## src/rtl/pen_trig_pkg.sv

```systemverilog
package pen_trig_pkg;
  typedef enum logic [2:0] {
    PT_OFF,       // disabled, pen line masked
    PT_IDLE,      // waiting for pen-down, pen line open
    PT_SETTLE,    // scan issued, waiting for post-scan expiry
    PT_GAP,       // full-interval wait, pen line masked
    PT_GAP_OPEN   // full-interval wait, pen line open
  } pt_state_e;
endpackage

```

## src/rtl/pen_trig_reload.sv

```systemverilog
module pen_trig_reload #(
  parameter int TW = 16
) (
  input  logic [TW-1:0] interval_us,
  input  logic [TW-1:0] scan_us,
  input  logic          full,
  output logic [TW-1:0] value
);
  always_comb begin
    if (full)
      value = interval_us;
    else if (scan_us >= interval_us)
      value = '0;
    else
      value = interval_us - scan_us;
  end
endmodule

```

## src/rtl/pen_trig_timer.sv

```systemverilog
module pen_trig_timer #(
  parameter int TW = 16
) (
  input  logic          clk,
  input  logic          rst_n,
  input  logic          tick,
  input  logic          load,
  input  logic [TW-1:0] load_val,
  input  logic          cancel,
  output logic          expire
);
  logic          armed;
  logic [TW-1:0] remain;

  assign expire = armed && (remain == '0);

  always_ff @(posedge clk) begin
    if (!rst_n) begin
      armed  <= 1'b0;
      remain <= '0;
    end else if (cancel) begin
      armed  <= 1'b0;
    end else if (load) begin
      armed  <= 1'b1;
      remain <= load_val;
    end else if (expire) begin
      armed  <= 1'b0;
    end else if (armed && tick) begin
      remain <= remain - 1'b1;
    end
  end

  // a cancel leaves nothing to expire in the following cycle
  p_cancel_quiet_r2: assert property (@(posedge clk) disable iff (!rst_n)
    cancel |=> !expire);
endmodule

```

## src/rtl/pen_trig_ctrl.sv

```systemverilog
module pen_trig_ctrl
  import pen_trig_pkg::*;
#(
  parameter int POLL_MIN = 3,
  parameter int POLL_MAX = 6
) (
  input  logic clk,
  input  logic rst_n,
  input  logic en,
  input  logic pen_irq,
  input  logic scan_done,
  input  logic expire,
  output logic trig,
  output logic irq_mask,
  output logic tmr_load,
  output logic tmr_full,
  output logic tmr_cancel
);
  localparam int CW = $clog2(POLL_MAX + 1);

  pt_state_e     state;
  logic [CW-1:0] polls;
  logic [CW-1:0] polls_nx;
  logic          irq_evt;
  logic          settle_more;

  assign irq_evt     = en && (state != PT_OFF) && !irq_mask && pen_irq;
  assign settle_more = expire && (state == PT_SETTLE) && (polls < CW'(POLL_MAX));
  assign polls_nx    = polls + 1'b1;
  assign tmr_cancel  = !en || irq_evt;
  assign tmr_full    = settle_more;
  assign tmr_load    = settle_more || (scan_done && state != PT_OFF);

  always_ff @(posedge clk) begin
    if (!rst_n) begin
      state    <= PT_OFF;
      irq_mask <= 1'b1;
      polls    <= '0;
      trig     <= 1'b0;
    end else begin
      trig <= 1'b0;
      if (!en) begin
        state    <= PT_OFF;
        irq_mask <= 1'b1;
      end else if (state == PT_OFF) begin
        state    <= PT_IDLE;
        irq_mask <= 1'b0;
      end else if (irq_evt) begin
        state    <= PT_SETTLE;
        polls    <= '0;
        irq_mask <= 1'b1;
        trig     <= 1'b1;
      end else if (expire) begin
        case (state)
          PT_SETTLE: begin
            if (settle_more) begin
              polls <= polls_nx;
              if (polls_nx >= CW'(POLL_MIN)) begin
                state    <= PT_GAP_OPEN;
                irq_mask <= 1'b0;
              end else begin
                state <= PT_GAP;
              end
            end else begin
              state    <= PT_IDLE;
              irq_mask <= 1'b0;
            end
          end
          PT_GAP_OPEN: begin
            irq_mask <= 1'b1;
            trig     <= 1'b1;
            state    <= PT_SETTLE;
          end
          PT_GAP: begin
            trig  <= 1'b1;
            state <= PT_SETTLE;
          end
          default: ;
        endcase
      end
    end
  end

  p_trig_pulse_r10: assert property (@(posedge clk) disable iff (!rst_n)
    trig |=> !trig);
  p_pen_event_r3: assert property (@(posedge clk) disable iff (!rst_n)
    irq_evt |=> (trig && irq_mask && polls == '0));
  p_off_masked_r2: assert property (@(posedge clk) disable iff (!rst_n)
    !en |=> (irq_mask && state == PT_OFF && !trig));
  p_idle_expiry_r9: assert property (@(posedge clk) disable iff (!rst_n)
    (state == PT_IDLE && expire && en && !irq_evt) |=> (state == PT_IDLE && !trig));
  p_open_window_r6: assert property (@(posedge clk) disable iff (!rst_n)
    (settle_more && en && !irq_evt && polls == CW'(POLL_MIN - 1)) |=> !irq_mask);
  p_poll_bound_r8: assert property (@(posedge clk) disable iff (!rst_n)
    polls <= CW'(POLL_MAX));
endmodule

```

## src/rtl/pen_irq_trigger.sv

```systemverilog
module pen_irq_trigger #(
  parameter int TW       = 16,
  parameter int POLL_MIN = 3,
  parameter int POLL_MAX = 6
) (
  input  logic          clk,
  input  logic          rst_n,
  input  logic          en,
  input  logic          pen_irq,
  input  logic          scan_done,
  input  logic          us_tick,
  input  logic [TW-1:0] interval_us,
  input  logic [TW-1:0] scan_us,
  output logic          trig,
  output logic          irq_mask
);
  logic          expire;
  logic          tmr_load;
  logic          tmr_full;
  logic          tmr_cancel;
  logic [TW-1:0] load_val;

  pen_trig_reload #(.TW(TW)) u_reload (
    .interval_us (interval_us),
    .scan_us     (scan_us),
    .full        (tmr_full),
    .value       (load_val)
  );

  pen_trig_timer #(.TW(TW)) u_timer (
    .clk      (clk),
    .rst_n    (rst_n),
    .tick     (us_tick),
    .load     (tmr_load),
    .load_val (load_val),
    .cancel   (tmr_cancel),
    .expire   (expire)
  );

  pen_trig_ctrl #(.POLL_MIN(POLL_MIN), .POLL_MAX(POLL_MAX)) u_ctrl (
    .clk        (clk),
    .rst_n      (rst_n),
    .en         (en),
    .pen_irq    (pen_irq),
    .scan_done  (scan_done),
    .expire     (expire),
    .trig       (trig),
    .irq_mask   (irq_mask),
    .tmr_load   (tmr_load),
    .tmr_full   (tmr_full),
    .tmr_cancel (tmr_cancel)
  );

  // the mask is set in the first cycle after reset
  p_reset_mask_r1: assert property (@(posedge clk)
    !rst_n |=> irq_mask && !trig);
endmodule

```

## config.mk

```make
export PLATFORM = sky130hd
export DESIGN_NAME = pen_irq_trigger
export DESIGN_NICKNAME = d
export VERILOG_FILES = /design/src/rtl/pen_trig_pkg.sv /design/src/rtl/pen_trig_reload.sv /design/src/rtl/pen_trig_timer.sv /design/src/rtl/pen_trig_ctrl.sv /design/src/rtl/pen_irq_trigger.sv
export SDC_FILE = /design/constraint.sdc
export NUM_CORES = 1
export LEC_CHECK = 0
export BUFFER_PORTS_ARGS = -buffer_cell sky130_fd_sc_hd__buf_4
export CORE_MARGIN = 3
export CORE_UTILIZATION = 40
export DETAILED_ROUTE_END_ITERATION = 8
export GPL_ROUTABILITY_DRIVEN = 0
export HOLD_SLACK_MARGIN = 0.12
export MAX_ROUTING_LAYER = met4
export PLACE_DENSITY = 0.63
export SLEW_MARGIN = 20
export SYNTH_ARGS = -nofsm -noshare
export SYNTH_HDL_FRONTEND = slang
export SYNTH_SLANG_ARGS = --single-unit
```

## constraint.sdc

```tcl
create_clock -name clk -period 2.7 [get_ports clk]
set_clock_uncertainty 0.1 [all_clocks]
set_input_delay 0.405 -clock clk [delete_from_list [all_inputs] [get_ports clk]]
set_output_delay 0.405 -clock clk [all_outputs]
set_load 0.01 [all_outputs]
```

After elaboration in Yosys (flattened, before gate mapping)

Cells that the tools add are included.

Reductions and logical operators: 36
Mux-type cells: 26
Equality and inequality tests: 5
Bitwise logic cells: 4
Add/subtract/negate cells: 3
Magnitude comparators: 3

Operators by type and width:

| operator                | count |
|---|---|
| $mux W16                | 5 |
| $mux W3                 | 6 |
| $ge A16 B16 Y1          | 1 |
| $logic_not A16 Y1       | 1 |
| $sub A16 B1 Y16 const B | 1 |
| $sub A16 B16 Y16        | 1 |
| $reduce_bool A2 Y1      | 6 |
| $mux W1                 | 11 |
| $reduce_bool A3 Y1      | 3 |
| $logic_and A1 B1 Y1     | 8 |
| $reduce_and A2 Y1       | 4 |
| $reduce_bool A4 Y1      | 2 |
| $eq A3 B2 Y1 const B    | 2 |
| $pmux W3 S2             | 1 |
| $reduce_and A3 Y1       | 2 |
| $ne A5 B4 Y1 const B    | 1 |
| $reduce_and A5 Y1       | 1 |
| $mux W2                 | 2 |
| $not A1 Y1              | 4 |
| $reduce_or A2 Y1        | 2 |
| $reduce_or A4 Y1        | 1 |
| $add A3 B1 Y3 const B   | 1 |
| $eq A3 B3 Y1 const B    | 1 |
| $ge A3 B2 Y1 const B    | 1 |
| other kinds (7)         | 9 |

Input port bits: 38
Bits in registers: 25
Output and inout bits: 2
Logic and storage cells: 85

Depth between registers and ports, before layout

Gate-level depths: netlist of run 1.

Word-level depth: 9
Gate-level depth with buffers: 10
Gate-level depth less buffers: 9

Hierarchy

A second synthesis of run 1 with hierarchy kept.

Cell total of the unflattened synthesis: 378
Area total of the unflattened synthesis: 2877.8 µm²

By module, submodules not included:

| module          | seq. area each (µm²) | area each (µm²) | cells an instance | times used |
|---|---|---|---|---|
| pen_trig_reload | 0.0                  | 1182.4          | 164               | 1 |
| pen_trig_timer  | 340.3                | 1131.1          | 145               | 1 |
| pen_trig_ctrl   | 160.2                | 564.3           | 69                | 1 |

Least setup slack after synthesis of run 1

Ideal clock, no wire load.

Path type: input port to flip-flop
Start: input interval_us[0]
End: register u_timer.remain[14]
Arrival time: 2.349 ns
Library setup time: 0.074 ns
Buffers on the path: 1
Required time: 2.526 ns
Path slack: 0.177 ns
Stages: 10
Cells stage by stage: inv_1 ha_1 fa_1 nand2b_1 a211oi_1 o22ai_1 a211oi_4 buf_6 o2111ai_1 a31oi_1

Word-level cells in the longest chain between the ends: 4
Elaborated cells between the ends (all ways): 5
Classes of those cells: add/sub: 1; order compare: 1; mux: 3

Ends and longest elaborated chain:

| item                                                      | RTL line                                     | text |
|---|---|---|
| start: declaration                                        | pen_irq_trigger.sv:12                        | `input logic [TW-1:0] interval_us,` |
| $sub A16 B16 Y16 / $ge A16 B16 Y1 (equally long branches) | pen_trig_reload.sv:15, pen_trig_reload.sv:12 |  |
| $mux W16 *                                                | pen_trig_reload.sv:12                        | `else if (scan_us >= interval_us)` |
| $mux W16 *                                                | pen_trig_reload.sv:10                        | `if (full)` |
| $mux W16 *                                                | pen_trig_timer.sv:23                         | `end else if (load) begin` |
| end signal: assignment                                    | pen_trig_timer.sv:25                         | `remain <= load_val;` |
| end signal: assignment                                    | pen_trig_timer.sv:29                         | `remain <= remain - 1'b1;` |
| end: declaration                                          | pen_trig_timer.sv:13                         | `logic [TW-1:0] remain;` |

Mark *: on every way between the ends. The rest lies on a longest branch, timed or not.
A chain may end at the register's enable or synchronous reset.

Final worst setup path of run 1

Start: register u_timer.remain[7]
End: register u_timer.remain[4]

Word-level cells in the longest chain between the ends: 7
Elaborated cells between the ends (all ways): 10
Classes of those cells: eq/ne: 1; mux: 2; reduce/logical: 7

Ends and longest elaborated chain:

| item                                                                | RTL line             | text |
|---|---|---|
| $logic_not A16 Y1 *                                                 | pen_trig_timer.sv:15 | `assign expire = armed && (remain == '0);` |
| $logic_and A1 B1 Y1 *                                               | pen_trig_timer.sv:15 |  |
| $logic_and A1 B1 Y1 (2 in a row)                                    | pen_trig_ctrl.sv:28  | `assign settle_more = expire && (state == PT_SETTLE) && (polls < CW'(POLL_MAX));` |
| $logic_or A1 B1 Y1                                                  | pen_trig_ctrl.sv:32  | `assign tmr_load = settle_more \|\| (scan_done && state != PT_OFF);` |
| $ne A2 B2 Y1 (no line) / $reduce_bool A2 Y1 (equally long branches) | -                    |  |
| $reduce_and A3 Y1 (no line)                                         | -                    |  |

Marked as above.

==> results of run 1 <==
-- cell usage in the layout, fill, tap and decap left out, drive strengths merged, types with 11 or more instances in the layout --
cell type and instances:
o21ai 32, buf 65, nand3 15, nor2 20, nor3 13, dfxtp 25
nand2 29, ha 20, a21oi 49, inv 26, a21o 11
-- critical path: stages, from the launching register on --
cell and delay (ps):
dfxtp_1 390, nor4_4 550, and4_1 350, a21oi_2 130, a21oi_2 520, o21ai_0 180, a21oi_1 150
-- final cells by class --
type,count,area (sq um)
Clock buffer,3,41.3
Clock inverter,1,5.00
Fill cell,704,3460
Inverter,26,97.6
Multi-Input combinational cell,313,2110
Sequential cell,25,500
Tap cell,96,120
Timing Repair Buffer,65,500
-- logic make-up after synthesis --
kind of cell,count (synthesis),share of synthesized area (%)
AO/OA/AOI/OAI,144,33.0
AND/OR/NAND/NOR,130,26.3
buffers and inverters,45,7.70
flip-flops,25,17.7
adder cells (fa/ha/maj),21,9.55
XOR/XNOR,15,4.64
multiplexers,3,1.11
-- registers in the layout, indices dropped and copies added, names as in the netlist --
register	flops
u_ctrl.irq_mask	1
u_ctrl.state	3
u_timer.armed	1
u_ctrl.polls	3
u_ctrl.trig	1
u_timer.remain	16
-- cells in the mapped netlist (6+ instances only) --
| cell type | n | area share (%) |
|---|---|---|
| nand4_1 | 7 | 1.5 |
| nor2_1 | 20 | 2.7 |
| inv_1 | 26 | 3.4 |
| buf_2 | 7 | 1.2 |
| and2_1 | 8 | 1.8 |
| a31oi_1 | 9 | 2.0 |
| xnor2_1 | 6 | 1.9 |
| a21oi_1 | 46 | 8.1 |
| nand2_1 | 29 | 3.8 |
| or3_1 | 7 | 1.5 |
| xor2_1 | 9 | 2.8 |
| nand3_1 | 14 | 2.5 |
| ha_1 | 20 | 8.8 |
| o21ai_0 | 30 | 5.3 |
| nor3_1 | 11 | 1.9 |
| dfxtp_1 | 25 | 18 |
| a21o_1 | 11 | 2.9 |
-- worst max path at each step --
stage / start / to / slack, ps / cells past startpoint
after CTS: u_timer.remain[7] / u_timer.remain[4] / 260 / 6
after global placement: interval_us[0] / u_timer.remain[11] / 90 / 11
after floorplan: interval_us[0] / u_timer.remain[14] / 180 / 10
after detailed placement: interval_us[0] / u_timer.remain[14] / 7 / 11
after global routing: u_timer.remain[2] / u_timer.remain[14] / 9 / 6
final: u_timer.remain[7] / u_timer.remain[4] / 260 / 6
-- layer usage --
layer  up-vias  wire (microns)  track usage [%]
met3        12             371             2.34
met4         0             124             4.97
met1      1422            3870             26.5
li1       1539               -                -
met2        75            3790             34.0
met5         -               0                -
-- power groups by stage --
stage               sequential (mW)  clock, mW  combinational [mW]
finish                        0.398      0.235               0.517
global route                  0.400      0.248               0.576
CTS                           0.398      0.238               0.514
detailed placement            0.406          0               0.511
global placement              0.406          0               0.507
floorplan                     0.402          0               0.341
-- per-stage QoR --
stage | power [mW] | instance area [sq um]
floorplan | 0.743 | 2830
global placement | 0.913 | 3330
detailed placement | 0.917 | 3330
CTS | 1.15 | 3380
global route | 1.22 | 3380
finish | 1.15 | 3380
==> results.tsv, run 1 <==
metric	value	unit
status	finished, final reports clean	
numPortBuffers	39	
drc	0	
hold_path_depth	2	
fin_util	49.4	%
cp.required	2810	ps
routed_wl	8.16	mm
cts_buffers	3	
worstReg2RegStart	u_timer.remain[7]	
hold_viol	0	
final_cells	529	
pre_cts_ws	7.02	ps
ys_seq_area_share	17.7	%
endpoint_kind	flip-flop	
switching_share	37.3	%
cts_hold_buf	0	
drt_iter0_markers	172	
synth_cell_type_count	63	
p_leak	1.48	nW
ios	40	
gr-total-overflow	0	
powerDensity	341	nW/um^2
clock.fmax	409	MHz
timing.final.max_slew_violations	0	
die_w	90.1	microns
comb_power_share	44.9	%
synth_fp_nets	442	
min_from	en	
switching_power	429	uW
cts_setup_buffers	0	
syn_area	2830	sq um
internal_power	721	uW
p_seq_share	34.6	%
r2r_cells	6	
cp_max_fo	15	
placed_cells	525	
fp.coreArea	6830	sq um
r2r_setup_slack	260	ps
grt_max_degree	24	
peakVddDrop	137	uV
drive_gt1_share	18.9	%
ys_ff_latch	25	
syn_inst	383	
setup_viol	0	
synth_edf_count	0	
cts.htree.levels	1	
dp_hpwl	6.57	mm
cts_resized	0	
fin_tns_setup	0	ps
setup.worst_path.class	reg2reg	
path_clk_slew	100	ps
clockPowerShare	20.5	%
holdCritPathClass	in2reg	
cts_tree	yes	
synth_flop_cell	dfxtp_1	
hold_slack	279	ps
grt_pass1_wl	13.8	mm
yosys_warnings	0	
start_kind	flip-flop	
synthArstFlopShare	0	%
dieArea	8120	sq um
grt_antenna_before_repair	0	
worstPathArrival	2560	ps
dr.pass1.iters	4	
vias	3048	
track_usage	20.4	%
min_period	2440	ps
cts_buffer_depth	2	
rows	30	
cts_sinks	25	
ant_nets	0	
vias_per_cell	5.76	
n_antenna_cell	0	
tightestPinTransition	605	ps
rsz0062_at_grt	false	
hold_end	u_ctrl.irq_mask	
postSynthAreaPerCell	7.39	sq um
r2r_end	u_timer.remain[4]	
period_share	90.5	%
relSlewSlack	59.7	%
start_util	41.4	%
setup_ws	258	ps
grt_pass1_vias	2941	
nNetsFinal	493	
detail_route.wl_per_cell	15.4	microns
maxCapViolations	0	
clk_latency	280	ps
dieHeight	90.1	microns
cts-root-buf	clkbuf_8	
syn_to_final_growth	19.3	%
(Power assumes the default switching activity.)
==> run 2, diff against run 1 <==
Settings changed: CELL_PAD_IN_SITES_DETAIL_PLACEMENT from default to 1, CELL_PAD_IN_SITES_GLOBAL_PLACEMENT from default to 1, PLACE_DENSITY 0.63 to 0.81.
Clock period 2.7 ns to 2.64 ns, I/O delays scaled along.
==> run 2 against run 1 <==
Against the previous run:
- global-route usage is 3.8 points higher
- hold slack worse by 14 ps
- final cell count is 1.5% higher
- utilization is 1.0 points higher
- sequential power is 2% higher
- clock power is 3% higher
- cell area is 2.1% higher
- first-iteration DRC count is 16% higher
- routed wire length is 17% higher
- critical path depth is 6 higher
- register-to-register slack worse by 80 ps
==> results.tsv, run 2 (synthesis results as in run 1) <==
metric	value	unit	change
ant_nets	0		unchanged
dpl_cell_area	3400	sq um	+2.2%
peakVddDrop	150	uV	+9.4%
drc	0		unchanged
cts-root-buf	clkbuf_8		
min_period	2460	ps	
gr-total-overflow	0		unchanged
clock.fmax	406	MHz	
largest-register	u_timer.remain		
drive_gt1_share	20.2	%	+1.2 points
detail_route.wl_per_cell	17.8	microns	+15%
crit_path_frequent_cell	buf_4		
dieArea	8120	sq um	unchanged
grt_max_degree	24		unchanged
cp.required	2750	ps	-60 ps
cp_max_fo	15		unchanged
fp.coreArea	6830	sq um	unchanged
vias_per_cell	5.93		+3.0%
cts_buffer_depth	2		unchanged
cts_resized	0		unchanged
design_area	3450	sq um	+2.1%
grt_pass1_wl	16.1	mm	+17%
dieHeight	90.1	microns	unchanged
grt_antenna_before_repair	0		unchanged
critPathSlowestCell	fa_1		
powerDensity	352	nW/um^2	+3.4%
cp_slowest_stage_delay	390	ps	-160 ps
cts_sinks	25		unchanged
track_usage	24.3	%	+3.8 points
status	finished, final reports clean		
die_w	90.1	microns	unchanged
rsz0062_at_grt	false		
dp_hpwl	7.74	mm	+18%
rows	30		unchanged
n_antenna_cell	0		unchanged
path_cells	buf_4, inv_1, ha_1, fa_1, nand2b_1, a211oi_1, o22ai_1, a211oi_4, buf_12, buf_4, nand2_1, a21oi_1		
grt_pass1_vias	3279		+11%
start_util	41.4	%	unchanged
setup_viol	0		unchanged
routed_wl	9.55	mm	+17%
dr.pass1.iters	4		unchanged
start_kind	input pin		
worstPathArrival	2570	ps	about the same
drt_iter0_markers	199		+16%
cts_tree	yes		
setup.worst_path.class	in2reg		
layout_common_cells	buf_4, a21oi_1, o21ai_0, nand2_1, inv_1		
maxCapViolations	0		unchanged
hold_slack	265	ps	-13.5 ps
final_common_cell	buf_4		
numPortBuffers	39		unchanged
crit_family	compound AO/OA/AOI/OAI gates		
nNetsFinal	501		+1.6%
cts_buffers	3		unchanged
ios	40		unchanged
path_clk_slew	90	ps	about the same
endpoint_kind	flip-flop		
clk_latency	280	ps	about the same
holdCritPathClass	in2reg		
vias	3186		+4.5%
largest_reg_flops	16		unchanged
period_share	93.3	%	
cts.htree.levels	1		unchanged
hold_viol	0		unchanged
cp_num_buf_inv	4		+4
syn_to_final_growth	21.8	%	
cts_hold_buf	0		unchanged
tightestPinTransition	445	ps	-160 ps
top_regs	u_timer.remain x16, u_ctrl.polls x3, u_ctrl.state x3		
pre_cts_ws	-134	ps	-141 ps
p_leak	1.52	nW	+2.6%
cts_setup_buffers	0		unchanged
relSlewSlack	70.3	%	+11 points
timing.final.max_slew_violations	0		unchanged
setup_ws	178	ps	-80.0 ps
fillers	894		+27%
-- run 2: per-layer routing --
metal | vias up | GRT usage, % | wire [microns]
met2 | 73 | 42.2 | 4780
met5 | - | - | 0
met4 | 0 | 6.25 | 157
met3 | 15 | 3.68 | 381
met1 | 1554 | 29.3 | 4240
li1 | 1544 | - | -
-- run 2: cell type report --
| class | instances | area (sq um) | share of cell area [%] |
|---|---|---|---|
| flip-flops and latches | 25 | 500 | 14.5 |
| clock buffers | 4 | 45.0 | 1.31 |
| inverters | 26 | 97.6 | 2.83 |
| repair buffers | 73 | 573 | 16.6 |
| well taps | 96 | 120 | 3.48 |
| multi-input cells | 313 | 2110 | 61.2 |
-- run 2: power by group --
group | switching [mW] | internal (mW)
sequential | 0.0181 | 0.389
clock | 0.135 | 0.109
combinational | 0.307 | 0.257
-- run 2: path summary, 6_finish.rpt --
kind                          start                 to  slack, ps  cells after the start
hold / removal                   en    u_ctrl.irq_mask        270                      2
setup / recovery     interval_us[0]  u_timer.remain[3]        180                     12
setup reg to reg  u_timer.remain[1]  u_timer.remain[7]        180                      9
hold reg to reg   u_timer.remain[5]  u_timer.remain[5]        390                      2
-- run 2: through the flow --
| stage | power, mW | instances | setup TNS (ps) | utilization [%] |
|---|---|---|---|---|
| after floorplan | 0.760 | 383 | 0 | - |
| after global placement | 0.952 | 533 | 0 | 49.8 |
| after detailed placement | 0.972 | 533 | -1090 | 49.8 |
| after CTS | 1.21 | 537 | 0 | 50.5 |
| after global routing | 1.30 | 537 | 0 | 50.5 |
| final | 1.21 | 537 | 0 | 50.5 |
-- run 2: worst register-to-register path: cells and delay by family, from the launching register on --
kind                     cells  cell delay, ps
buffers and inverters        2             300
AO/OA/AOI/OAI                2             490
adder cells (fa/ha/maj)      1             190
AND/OR/NAND/NOR              4             930
flip-flops                   1             350
==> run 3, diff against run 2 <==
Clock period 2.64 ns to 2.74 ns, I/O delays scaled along.
==> run 3 against run 2 <==
Against the previous run:
- register-to-register slack improved by 70 ps
- highest routed layer unchanged
- power fell by 5.7%
- non-clock buffer count fell by 9
- die area did not move
- hold slack improved by 17 ps
- via count fell by 1.3%
==> results.tsv, run 3 (synthesis results as in run 1) <==
metric	value	unit	change
status	finished, final reports clean		
period_share	90.9	%	
n_antenna_cell	0		unchanged
crit_family	simple AND/OR/NAND/NOR gates		
ios	40		unchanged
detail_route.wl_per_cell	17.6	microns	-0.83%
met1_usage	29.9	%	+0.61 points
tightestPinTransition	445	ps	+0.00691 ps
power	1.15	mW	-5.7%
cts-root-buf	clkbuf_8		
rsz0062_at_grt	false		
ant_nets	0		unchanged
cts.htree.levels	1		unchanged
timing.final.max_slew_violations	0		unchanged
numPortBuffers	39		unchanged
dpl_cell_area	3320	sq um	-2.4%
dp_hpwl	7.58	mm	-2.1%
grt_antenna_before_repair	0		unchanged
holdCritPathClass	in2reg		
cts_buffers	3		unchanged
setup_ws	249	ps	+70.9 ps
cts_sinks	25		unchanged
setup.worst_path.class	reg2reg		
clock.fmax	401	MHz	
drt_iter0_markers	155		-22%
largest-register	u_timer.remain		
fillers	860		-3.8%
drive_gt1_share	18.8	%	-1.4 points
relSlewSlack	70.0	%	-0.31 points
path_cells	inv_1, ha_1, nand2_1, or4_1, nor3_4, buf_4, buf_4, o21ai_1, o2bb2ai_1, and2_1		
pre_cts_ws	-19.0	ps	+115 ps
layout_common_cells	buf_4, a21oi_1, o21ai_0, nand2_1, inv_1		
powerDensity	340	nW/um^2	-3.6%
top_regs	u_timer.remain x16, u_ctrl.polls x3, u_ctrl.state x3		
dieArea	8120	sq um	unchanged
start_util	41.4	%	unchanged
worstPathArrival	2570	ps	about the same
cp_num_buf_inv	3		-1
die_w	90.1	microns	unchanged
cp.required	2820	ps	+70 ps
drc	0		unchanged
crit_path_frequent_cell	buf_4		
cp_slowest_stage_delay	450	ps	+60 ps
cts_tree	yes		
maxCapViolations	0		unchanged
grt_pass1_vias	3194		-2.6%
track_usage	23.5	%	-0.76 points
design_area	3370	sq um	-2.2%
hold_viol	0		unchanged
fp.coreArea	6830	sq um	unchanged
met3_usage	2.51	%	-1.2 points
grt_pass1_wl	15.7	mm	-2.4%
busiest_layer	met2		
routed_wl	9.32	mm	-2.5%
clk_latency	280	ps	about the same
use_met2	39.5	%	-2.7 points
cts_resized	0		unchanged
critPathSlowestCell	or4_1		
gr-total-overflow	0		unchanged
dieHeight	90.1	microns	unchanged
setup_viol	0		unchanged
vias_per_cell	5.95		+0.33%
cp_max_fo	12		-3
path_clk_slew	90	ps	about the same
min_period	2490	ps	
endpoint_kind	flip-flop		
syn_to_final_growth	19.2	%	
cts_buffer_depth	2		unchanged
largest_reg_flops	16		unchanged
vias	3143		-1.3%
nNetsFinal	492		-1.8%
final_common_cell	buf_4		
cts_setup_buffers	0		unchanged
grt_max_degree	24		unchanged
rows	30		unchanged
peakVddDrop	118	uV	-21%
start_kind	flip-flop		
p_leak	1.48	nW	-3.1%
dr.pass1.iters	4		unchanged
cts_hold_buf	0		unchanged
-- run 3: cell count changes in the layout (fill, tap and decap cells not counted) --
cell and delta:
buf_4 -8, buf_12 -1, clkbuf_1 -1, clkinvlp_4 +1
-- run 3: final cells by class --
class / instances / area, sq um / share of cell area, %
Multi-Input combinational cell: 313 / 2110 / 62.6
Sequential cell: 25 / 500 / 14.8
Timing Repair Buffer: 64 / 493 / 14.6
Tap cell: 96 / 120 / 3.56
Inverter: 26 / 97.6 / 2.90
Clock buffer: 3 / 41.3 / 1.22
Clock inverter: 1 / 7.51 / 0.223
-- run 3: worst paths after layout --
path,endpoint,slack [ps],from,depth (start not counted)
min reg2reg,u_timer.remain[5],380,u_timer.remain[5],2
max,u_ctrl.polls[1],250,u_timer.remain[0],10
min,u_ctrl.irq_mask,280,en,2
max reg2reg,u_ctrl.polls[1],250,u_timer.remain[0],10
-- run 3: per-stage QoR --
| step | util (%) | TNS, ps | std cells | hold slack (ps) |
|---|---|---|---|---|
| 2_1_floorplan | - | 0 | 383 | 342 |
| 3_3_place_gp | 48.6 | 0 | 524 | 353 |
| 3_5_place_dp | 48.6 | -23.9 | 524 | 364 |
| 4_1_cts | 49.3 | 0 | 528 | 285 |
| 5_1_grt | 49.3 | 0 | 528 | 292 |
| 6_report | 49.3 | 0 | 528 | 282 |
-- run 3: per-layer routing --
| layer | routed length [microns] | part of all wire, % |
|---|---|---|
| met1 | 4120 | 44 |
| met2 | 4660 | 50 |
| met3 | 394 | 4.2 |
| met4 | 134 | 1.4 |
| met5 | 0 | 0 |
-- run 3: power by group --
| part | switching, mW | internal, mW |
|---|---|---|
| Combinational | 0.288 | 0.229 |
| Sequential | 0.0182 | 0.375 |
| Clock | 0.131 | 0.103 |
